[src/rtl/dma_chan_pkg.sv]
// Shared constants for the DMA channel register block.
// Assumes a 16-bit status word with control bits at fixed positions;
// the sequencer decodes the same positions.
package dma_chan_pkg;
    localparam int ST_BT     = 8;
    localparam int ST_ACTIVE = 10;
    localparam int ST_DEAD   = 11;
    localparam int ST_WAKE   = 12;
    localparam int ST_FLUSH  = 13;
    localparam int ST_PAUSE  = 14;
    localparam int ST_RUN    = 15;

    localparam int A_CTRL = 0;
    localparam int A_STAT = 1;
    localparam int A_CPTR = 2;
    localparam int A_SEL0 = 3;

    typedef struct packed {
        logic run;
        logic pause;
        logic flush;
        logic wake;
    } ctl_bits_t;
endpackage

[src/rtl/dma_chan_ctrl_decode.sv]
// Combinational decoder for a masked control write.
// Produces the status word after software's update, plus the two flush
// causes. Assumes SW > 15 so that every control bit position exists.
module dma_chan_ctrl_decode
    import dma_chan_pkg::*;
#(
    parameter int SW = 16
) (
    input  logic [SW-1:0] cur,
    input  ctl_bits_t     msk,
    input  ctl_bits_t     val,
    output logic [SW-1:0] nxt,
    output logic          force_flush,
    output logic          flush_cmd
);
    // Apply RUN, WAKE and PAUSE, then derive ACTIVE from the result.
    always_comb begin
        nxt         = cur;
        force_flush = 1'b0;
        if (msk.run) begin
            if (val.run) begin
                nxt[ST_RUN] = 1'b1;
            end else begin
                nxt[ST_RUN]  = 1'b0;
                nxt[ST_DEAD] = 1'b0;
            end
        end
        if (msk.wake && val.wake && nxt[ST_RUN]) begin
            nxt[ST_WAKE] = 1'b1;
        end
        if (msk.pause) begin
            nxt[ST_PAUSE] = val.pause;
        end
        if (nxt[ST_PAUSE] || !nxt[ST_RUN]) begin
            nxt[ST_ACTIVE] = 1'b0;
            force_flush    = 1'b1;
        end else if (msk.run || msk.pause || (msk.wake && val.wake)) begin
            nxt[ST_ACTIVE] = 1'b1;
        end
        flush_cmd = msk.flush && val.flush;
    end
endmodule

[src/rtl/dma_chan_status_reg.sv]
// Status word register with the sequencer's event inputs.
// Hardware events override the control-write result of the same cycle.
// Flush and kick requests are registered one-cycle pulses.
module dma_chan_status_reg
    import dma_chan_pkg::*;
#(
    parameter int SW = 16
) (
    input  logic          clk,
    input  logic          rst_n,
    input  logic          ctrl_we,
    input  logic [SW-1:0] ctrl_nxt,
    input  logic          force_flush,
    input  logic          flush_cmd,
    input  logic          hw_dead_set,
    input  logic          hw_active_clr,
    input  logic          hw_bt_set,
    input  logic          hw_bt_clr,
    input  logic          hw_flush_done,
    output logic [SW-1:0] status,
    output logic          flush_req,
    output logic          kick
);
    logic [SW-1:0] merged;

    // Merge the software result with the hardware events.
    always_comb begin
        merged = ctrl_we ? ctrl_nxt : status;
        if (hw_dead_set)   merged[ST_DEAD]   = 1'b1;
        if (hw_active_clr) merged[ST_ACTIVE] = 1'b0;
        if (hw_bt_set)     merged[ST_BT]     = 1'b1;
        if (hw_bt_clr)     merged[ST_BT]     = 1'b0;
        if (hw_flush_done) merged[ST_FLUSH]  = 1'b0;
        if (ctrl_we && flush_cmd) merged[ST_FLUSH] = 1'b1;
    end

    // Hold status and issue the request pulses.
    always_ff @(posedge clk) begin
        if (!rst_n) begin
            status    <= '0;
            flush_req <= 1'b0;
            kick      <= 1'b0;
        end else begin
            status    <= merged;
            flush_req <= ctrl_we && (force_flush || flush_cmd);
            kick      <= ctrl_we && merged[ST_ACTIVE];
        end
    end
endmodule

[src/rtl/dma_chan_cfg_regs.sv]
// Command pointer and condition-select registers.
// The pointer is aligned to 2**ALIGN_BITS bytes and is locked while the
// caller asserts ptr_lock.
module dma_chan_cfg_regs #(
    parameter int DW         = 32,
    parameter int NUM_SEL    = 3,
    parameter int ALIGN_BITS = 4
) (
    input  logic                  clk,
    input  logic                  rst_n,
    input  logic                  ptr_we,
    input  logic                  ptr_lock,
    input  logic [NUM_SEL-1:0]    sel_we,
    input  logic [DW-1:0]         wdata,
    output logic [DW-1:0]         cmd_ptr,
    output logic [NUM_SEL*DW-1:0] sel_flat
);
    // Accept an aligned pointer unless the channel is active.
    always_ff @(posedge clk) begin
        if (!rst_n) begin
            cmd_ptr <= '0;
        end else if (ptr_we && !ptr_lock) begin
            cmd_ptr <= {wdata[DW-1:ALIGN_BITS], {ALIGN_BITS{1'b0}}};
        end
    end

    for (genvar g = 0; g < NUM_SEL; g++) begin : g_sel
        // Store one select word as written.
        always_ff @(posedge clk) begin
            if (!rst_n) begin
                sel_flat[g*DW +: DW] <= '0;
            end else if (sel_we[g]) begin
                sel_flat[g*DW +: DW] <= wdata;
            end
        end
    end
endmodule

[src/rtl/dma_chan_regs.sv]
// Top of the DMA channel register block: word-indexed bus decode,
// a registered read port, and the wiring of decoder, status and config.
// Assumes ADDR_W is wide enough for A_SEL0 + NUM_SEL words.
module dma_chan_regs
    import dma_chan_pkg::*;
#(
    parameter int DATA_W     = 32,
    parameter int ADDR_W     = 3,
    parameter int NUM_SEL    = 3,
    parameter int ALIGN_BITS = 4
) (
    input  logic                      clk,
    input  logic                      rst_n,
    input  logic                      wr_en,
    input  logic                      rd_en,
    input  logic [ADDR_W-1:0]         addr,
    input  logic [DATA_W-1:0]         wdata,
    output logic [DATA_W-1:0]         rdata,
    output logic                      rd_valid,
    input  logic                      hw_dead_set,
    input  logic                      hw_active_clr,
    input  logic                      hw_bt_set,
    input  logic                      hw_bt_clr,
    input  logic                      hw_flush_done,
    output logic [DATA_W/2-1:0]       status,
    output logic [DATA_W-1:0]         cmd_ptr,
    output logic [NUM_SEL*DATA_W-1:0] sel_regs,
    output logic                      flush_req,
    output logic                      kick
);
    localparam int SW = DATA_W / 2;
    localparam logic [ADDR_W-1:0] ADR_CTRL = ADDR_W'(A_CTRL);
    localparam logic [ADDR_W-1:0] ADR_STAT = ADDR_W'(A_STAT);
    localparam logic [ADDR_W-1:0] ADR_CPTR = ADDR_W'(A_CPTR);
    localparam logic [ADDR_W-1:0] ADR_SEL0 = ADDR_W'(A_SEL0);

    ctl_bits_t          msk, val;
    logic [SW-1:0]      ctrl_nxt;
    logic               force_flush, flush_cmd;
    logic               ctrl_we, ptr_we;
    logic [NUM_SEL-1:0] sel_we;
    logic [DATA_W-1:0]  rd_next;

    // Pick the control bits out of the mask and value halves.
    always_comb begin
        msk = '{run: wdata[SW+ST_RUN], pause: wdata[SW+ST_PAUSE],
                flush: wdata[SW+ST_FLUSH], wake: wdata[SW+ST_WAKE]};
        val = '{run: wdata[ST_RUN], pause: wdata[ST_PAUSE],
                flush: wdata[ST_FLUSH], wake: wdata[ST_WAKE]};
    end

    assign ctrl_we = wr_en && (addr == ADR_CTRL);
    assign ptr_we  = wr_en && (addr == ADR_CPTR);

    for (genvar g = 0; g < NUM_SEL; g++) begin : g_selwe
        assign sel_we[g] = wr_en && (addr == ADR_SEL0 + ADDR_W'(g));
    end

    dma_chan_ctrl_decode #(.SW(SW)) u_dec (
        .cur(status), .msk(msk), .val(val), .nxt(ctrl_nxt),
        .force_flush(force_flush), .flush_cmd(flush_cmd)
    );

    dma_chan_status_reg #(.SW(SW)) u_stat (
        .clk(clk), .rst_n(rst_n), .ctrl_we(ctrl_we), .ctrl_nxt(ctrl_nxt),
        .force_flush(force_flush), .flush_cmd(flush_cmd),
        .hw_dead_set(hw_dead_set), .hw_active_clr(hw_active_clr),
        .hw_bt_set(hw_bt_set), .hw_bt_clr(hw_bt_clr),
        .hw_flush_done(hw_flush_done),
        .status(status), .flush_req(flush_req), .kick(kick)
    );

    dma_chan_cfg_regs #(.DW(DATA_W), .NUM_SEL(NUM_SEL), .ALIGN_BITS(ALIGN_BITS)) u_cfg (
        .clk(clk), .rst_n(rst_n), .ptr_we(ptr_we),
        .ptr_lock(status[ST_ACTIVE]), .sel_we(sel_we), .wdata(wdata),
        .cmd_ptr(cmd_ptr), .sel_flat(sel_regs)
    );

    // Select the word addressed by a read.
    always_comb begin
        rd_next = '0;
        if (addr == ADR_CTRL || addr == ADR_STAT) begin
            rd_next = {{(DATA_W-SW){1'b0}}, status};
        end else if (addr == ADR_CPTR) begin
            rd_next = cmd_ptr;
        end else begin
            for (int i = 0; i < NUM_SEL; i++) begin
                if (addr == ADR_SEL0 + ADDR_W'(i)) rd_next = sel_regs[i*DATA_W +: DATA_W];
            end
        end
    end

    // Register the read data and its valid flag.
    always_ff @(posedge clk) begin
        if (!rst_n) begin
            rdata    <= '0;
            rd_valid <= 1'b0;
        end else begin
            rd_valid <= rd_en;
            if (rd_en) rdata <= rd_next;
        end
    end
endmodule

[config.mk]
export PLATFORM = sky130hd
export DESIGN_NAME = dma_chan_regs
export DESIGN_NICKNAME = d
export VERILOG_FILES = /design/src/rtl/dma_chan_pkg.sv /design/src/rtl/dma_chan_ctrl_decode.sv /design/src/rtl/dma_chan_status_reg.sv /design/src/rtl/dma_chan_cfg_regs.sv /design/src/rtl/dma_chan_regs.sv
export SDC_FILE = /design/constraint.sdc
export NUM_CORES = 1
export LEC_CHECK = 0
export ABC_AREA = 1
export BUFFER_PORTS_ARGS = -buffer_cell sky130_fd_sc_hd__buf_2
export CAP_MARGIN = 20
export CORE_MARGIN = 3
export CORE_UTILIZATION = 48
export CTS_BUF_LIST = sky130_fd_sc_hd__clkbuf_4
export DETAILED_ROUTE_END_ITERATION = 10
export PLACE_DENSITY = 0.78
export SKIP_CTS_REPAIR_TIMING = 1
export SYNTH_ARGS = -nofsm -noshare
export SYNTH_HDL_FRONTEND = slang
export SYNTH_SLANG_ARGS = --single-unit
[constraint.sdc]
create_clock -name clk -period 1.14 [get_ports clk]
set_input_delay 0.114 -clock clk [delete_from_list [all_inputs] [get_ports clk]]
set_output_delay 0.114 -clock clk [all_outputs]
set_load 0.05 [all_outputs]
======== Yosys cells after proc, flatten, opt, wreduce, memory -nomap -nowiden ========
Cells that the tools add are included.
Widths: inputs -> output; s select.
storage, ports and cells
  bits in registers ....................... 166
  input bits .............................. 44
  logic and storage cells ................. 66
operators by class
  equal/unequal tests ..................... 6
  mux-type cells .......................... 19
  bitwise logic cells ..................... 1
  reductions and logical operators ........ 26
operators by type and width
  operator            number
  $mux 32             5
  $mux 1              13
  $logic_and 1x1->1   12
  $mux 12             1
  $eq 3x2->1 const B  2
  $eq 3x3->1 const B  2
  $reduce_bool 2->1   3
  $logic_or 1x1->1    5
  $eq 3x1->1 const B  1
  $logic_not 3->1     1
  $reduce_and 3->1    1
  $logic_not 1->1     2
  $ne 2x1->1 const B  1
  $reduce_and 2->1    1
  $reduce_or 2->1     1
  $not 1->1           1

======== Logic depth before layout (Yosys ltp) ========
  word-level depth ........................ 8
  mapped depth ............................ 9

======== Cells and area by module ========
From an unflattened synthesis, not the netlist that was laid out.
unflattened totals
  cells, all modules ...................... 1048
  area total of the unflattened synthesis .. 7800.0 um^2
modules (own cells, without submodules)
  module                instances  cells an instance  area each (um^2)  seq. area each (um^2)
  dma_chan_cfg_regs     1          520                4320.4            2482.4
  dma_chan_regs         1          400                2596.2            660.6
  dma_chan_status_reg   1          93                 694.4             360.3
  dma_chan_ctrl_decode  1          35                 188.9             0.0

======== Least setup slack after synthesis ========
No wires, ideal clock.
  path kind ............................... register to register
  start ................................... register u_stat.status[14]
  end ..................................... register u_stat.kick
  setup time .............................. 0.117 ns
  arrival time ............................ 1.142 ns
  setup slack ............................. -0.118 ns
  stages on the path, launching flop included .. 7
  path buffers ............................ 0
  clock period less this slack ............ 1.258 ns
  cell sequence ........................... dfxtp_1 > or2_2 > o21ai_0 > nand2_1 > nand2_1 > nand3_1 > nor2_1
between the ends
  cells in the longest elaborated chain, start to end .. 6
ends and longest elaborated chain
  what                    RTL line                    text
  from (decl)             dma_chan_status_reg.sv:20   output logic [SW-1:0] status,
  from (signal assigned)  dma_chan_status_reg.sv:44   status <= merged;
  $mux 1                  dma_chan_ctrl_decode.sv:31  if (msk.pause) begin
  $logic_or 1x1->1        dma_chan_ctrl_decode.sv:34  if (nxt[ST_PAUSE] || !nxt[ST_RUN]) begin
  $mux 1                  dma_chan_ctrl_decode.sv:34
  $mux 12                 dma_chan_status_reg.sv:28   merged = ctrl_we ? ctrl_nxt : status;
  $mux 1                  dma_chan_status_reg.sv:30   if (hw_active_clr) merged[ST_ACTIVE] = 1'b0;
  $logic_and 1x1->1       dma_chan_status_reg.sv:46   kick <= ctrl_we && merged[ST_ACTIVE];
  to (signal assigned)    dma_chan_status_reg.sv:46
  to (decl)               dma_chan_status_reg.sv:22   output logic kick
No other way between the ends. The select of a mux whose other input is x is not followed.
A chain may end at the register's enable or synchronous reset.

======== Final worst setup path ========
  start ................................... register u_stat.status[10]
  end ..................................... register u_cfg.cmd_ptr[8]
between the ends
  cells in the longest elaborated chain, start to end .. 2
ends and longest elaborated chain
  what                  RTL line                 text
  $logic_not 1->1       dma_chan_cfg_regs.sv:22  end else if (ptr_we && !ptr_lock) begin
  $logic_and 1x1->1     dma_chan_cfg_regs.sv:22
  to (signal assigned)  dma_chan_cfg_regs.sv:23  cmd_ptr <= {wdata[DW-1:ALIGN_BITS], {ALIGN_BITS{1'b0}}};
  to (decl)             dma_chan_cfg_regs.sv:15  output logic [DW-1:0] cmd_ptr,
No other way between the ends.

==> impl_metrics.yaml <==
run_status:
  outcome: "finished, violations left"
  violations: "negative setup slack"
die:
  die_w_um: 130
  start_util: 0.497
  die-area_um2: 16800
  chipHeight_um: 130
  ios: 223
  num_rows: 44
  coreArea_um2: 14800
finish:
  fillers: 778
  multi_input_comb_area_um2: 3320
  nets: 1388
  seqCellArea_um2: 3620
  layout-drive-gt1-share: 0.444
  area_growth_pct: 66.5
job:
  drv_cap: 0
synth:
  yosysWarnings: 0
  synth_top_area_cell: "dfxtp_1"
  synth_edf_count: 0
  ys_top_cells_by_area: "dfxtp_1, a21oi_1, nand2_1"
  synth.avg_cell_area_um2: 7.23
  synthCells: 1015
  synth-seq-cells: 166
  yosysUniqueCellTypes: 28
  synth_seq_area_share: 0.453
  synth_top_area_frac: 0.453
  post_synth_most_frequent_cells: "dfxtp_1, nand2_1, a21oi_1"
  ys.flop_type: "dfxtp_1"
  async_flop_share: 0
  syn_area_um2: 7340
power_and_ir_drop:
  peakVddDrop_mv: 0.752
  powerDensity_nw_per_um2: 1080
  power.total_w: 0.0132
  leakagePower_nw: 5.23
timing:
  setup_viol: 195
  post-route-period-util: 1.27
  hold_violations: 0
  setup_ws_ps: -309
  max_freq_ghz: 0.690
  rsz0062_at_grt: "true"
  period_needed_ps: 1450
  clock_skew_ps: 46.3
  drv_slew: 0
  holdWs_ps: 27.4
critical_path:
  cp_max_fo: 8
  startpoint_type: "flip-flop"
  critPathKind: "flip-flop to flip-flop"
  cp.required_ps: 1620
  arrival_ps: 1930
  end_kind: "flip-flop"
route:
  drt_pass1_iterations: 9
  drc_errors: 0
  vias: 9430
  wire_per_inst_um: 22.7
  routed_via_density: 6.12
  drt_iter0_markers: 1726
  antenna_left: 0
  finalWirelength_um: 35100
clocking:
  clk_pin_slew_worst_paths_ps: 170
  cts.sinks: 166
  clockBufferDepth: 2
  cts_buffers: 17
  cts_tree: "done"
  clock_latency_ps: 620
  htree_levels: 4
  clock_tree.root_cell: "clkbuf_4"
worst_hold_path:
  hold_class: "input port to flip-flop"
placed_design:
  dpl.hpwl_um: 17800
  numPortBuffers: 209
  gp_congestion: 0.917
grt:
  grt_start_max_net_pins: 57
  grt_pass1_wl_um: 37500
  grt_pass1_vias: 7073
  antenna_found_initial: 1
  overflow: 0
  track_usage: 0.284
## where the power goes
part	switching (W)	internal (W)
combinational	0.00184	0.00108
sequential	0.000206	0.00594
clock	0.00218	0.00193
total	0.00422	0.00895
## layout by cell type, fill, tap and decap left out, drive strengths merged
cell,instances
buf,344
nand2,169
dfxtp,166
a21oi,154
o21ai,126
inv,111
nand3,97
nor2,57
dlygate4sd3,39
nand4,34
clkbuf,21
conb,13
clkinv,7
nand3b,6
bufinv,5
diode,3
nor3,2
or2,2
a211oi,1
clkinvlp,1
## per-stage QoR
| step | area (µm²) | setup TNS [ps] | util | setup WS (ps) | instances |
|---|---|---|---|---|---|
| 2_1_floorplan | 7400 | -15.2 | - | -15.2 | 1027 |
| 3_3_place_gp | 8870 | -9800 | 0.601 | -155 | 1405 |
| 3_5_place_dp | 8870 | -14540 | 0.601 | -202 | 1405 |
| 4_1_cts | 9190 | -36010 | 0.623 | -283 | 1435 |
| 5_1_grt | 12200 | -23920 | 0.828 | -288 | 1539 |
| 6_report | 12200 | -18240 | 0.828 | -309 | 1542 |
## worst max-delay path, cell delays in order (launching register included)
cell	delay [ps]
dfxtp_2	360
inv_2	90
nand3_4	200
buf_12	240
clkinv_8	60
nor2_2	30
nor2_1	350
## flip-flops by register name (all words and copies together), names as in the netlist
| register | cells |
|---|---|
| u_cfg.sel_flat | 96 |
| u_stat.kick | 1 |
| rdata | 32 |
| u_stat.flush_req | 1 |
| rd_valid | 1 |
| u_stat.status | 7 |
| u_cfg.cmd_ptr | 28 |
## routing by layer
metal  track usage  vias up  routed length [µm]
li1              -     3998                   -
met1         0.385     4289               11500
met2         0.441      872               16200
met3        0.0705      271                4670
met4         0.103        0                2680
met5             0        -                   0
## final cells by class
cell class | count | share of cell area
antenna | 3 | 0.000614
clock buffer | 18 | 0.0111
clock inverter | 12 | 0.0152
inverter | 111 | 0.0353
multi-input combinational | 661 | 0.271
sequential | 166 | 0.297
tap | 184 | 0.0188
timing repair buffer | 386 | 0.350
timing repair inverter | 1 | 0.000717
## cells by family (layout without fill, tap and decap cells)
group	Yosys count	in the layout	synth area share
flops	166	166	0.453
simple gates	367	367	0.231
compound gates	281	281	0.192
buf+inv	200	528	0.123
other cells	1	16	0.000511
## path summary, 6_finish.rpt
path                     start  cells past startpoint  slack, ps           endpoint
max          u_stat.status[10]                      6       -310   u_cfg.cmd_ptr[8]
max reg2reg  u_stat.status[10]                      6       -310   u_cfg.cmd_ptr[8]
min reg2reg  u_cfg.sel_flat[8]                      2        480  u_cfg.sel_flat[8]
min                      rd_en                      4         30           rdata[3]
Note: power is estimated with default switching activity, not from simulation.
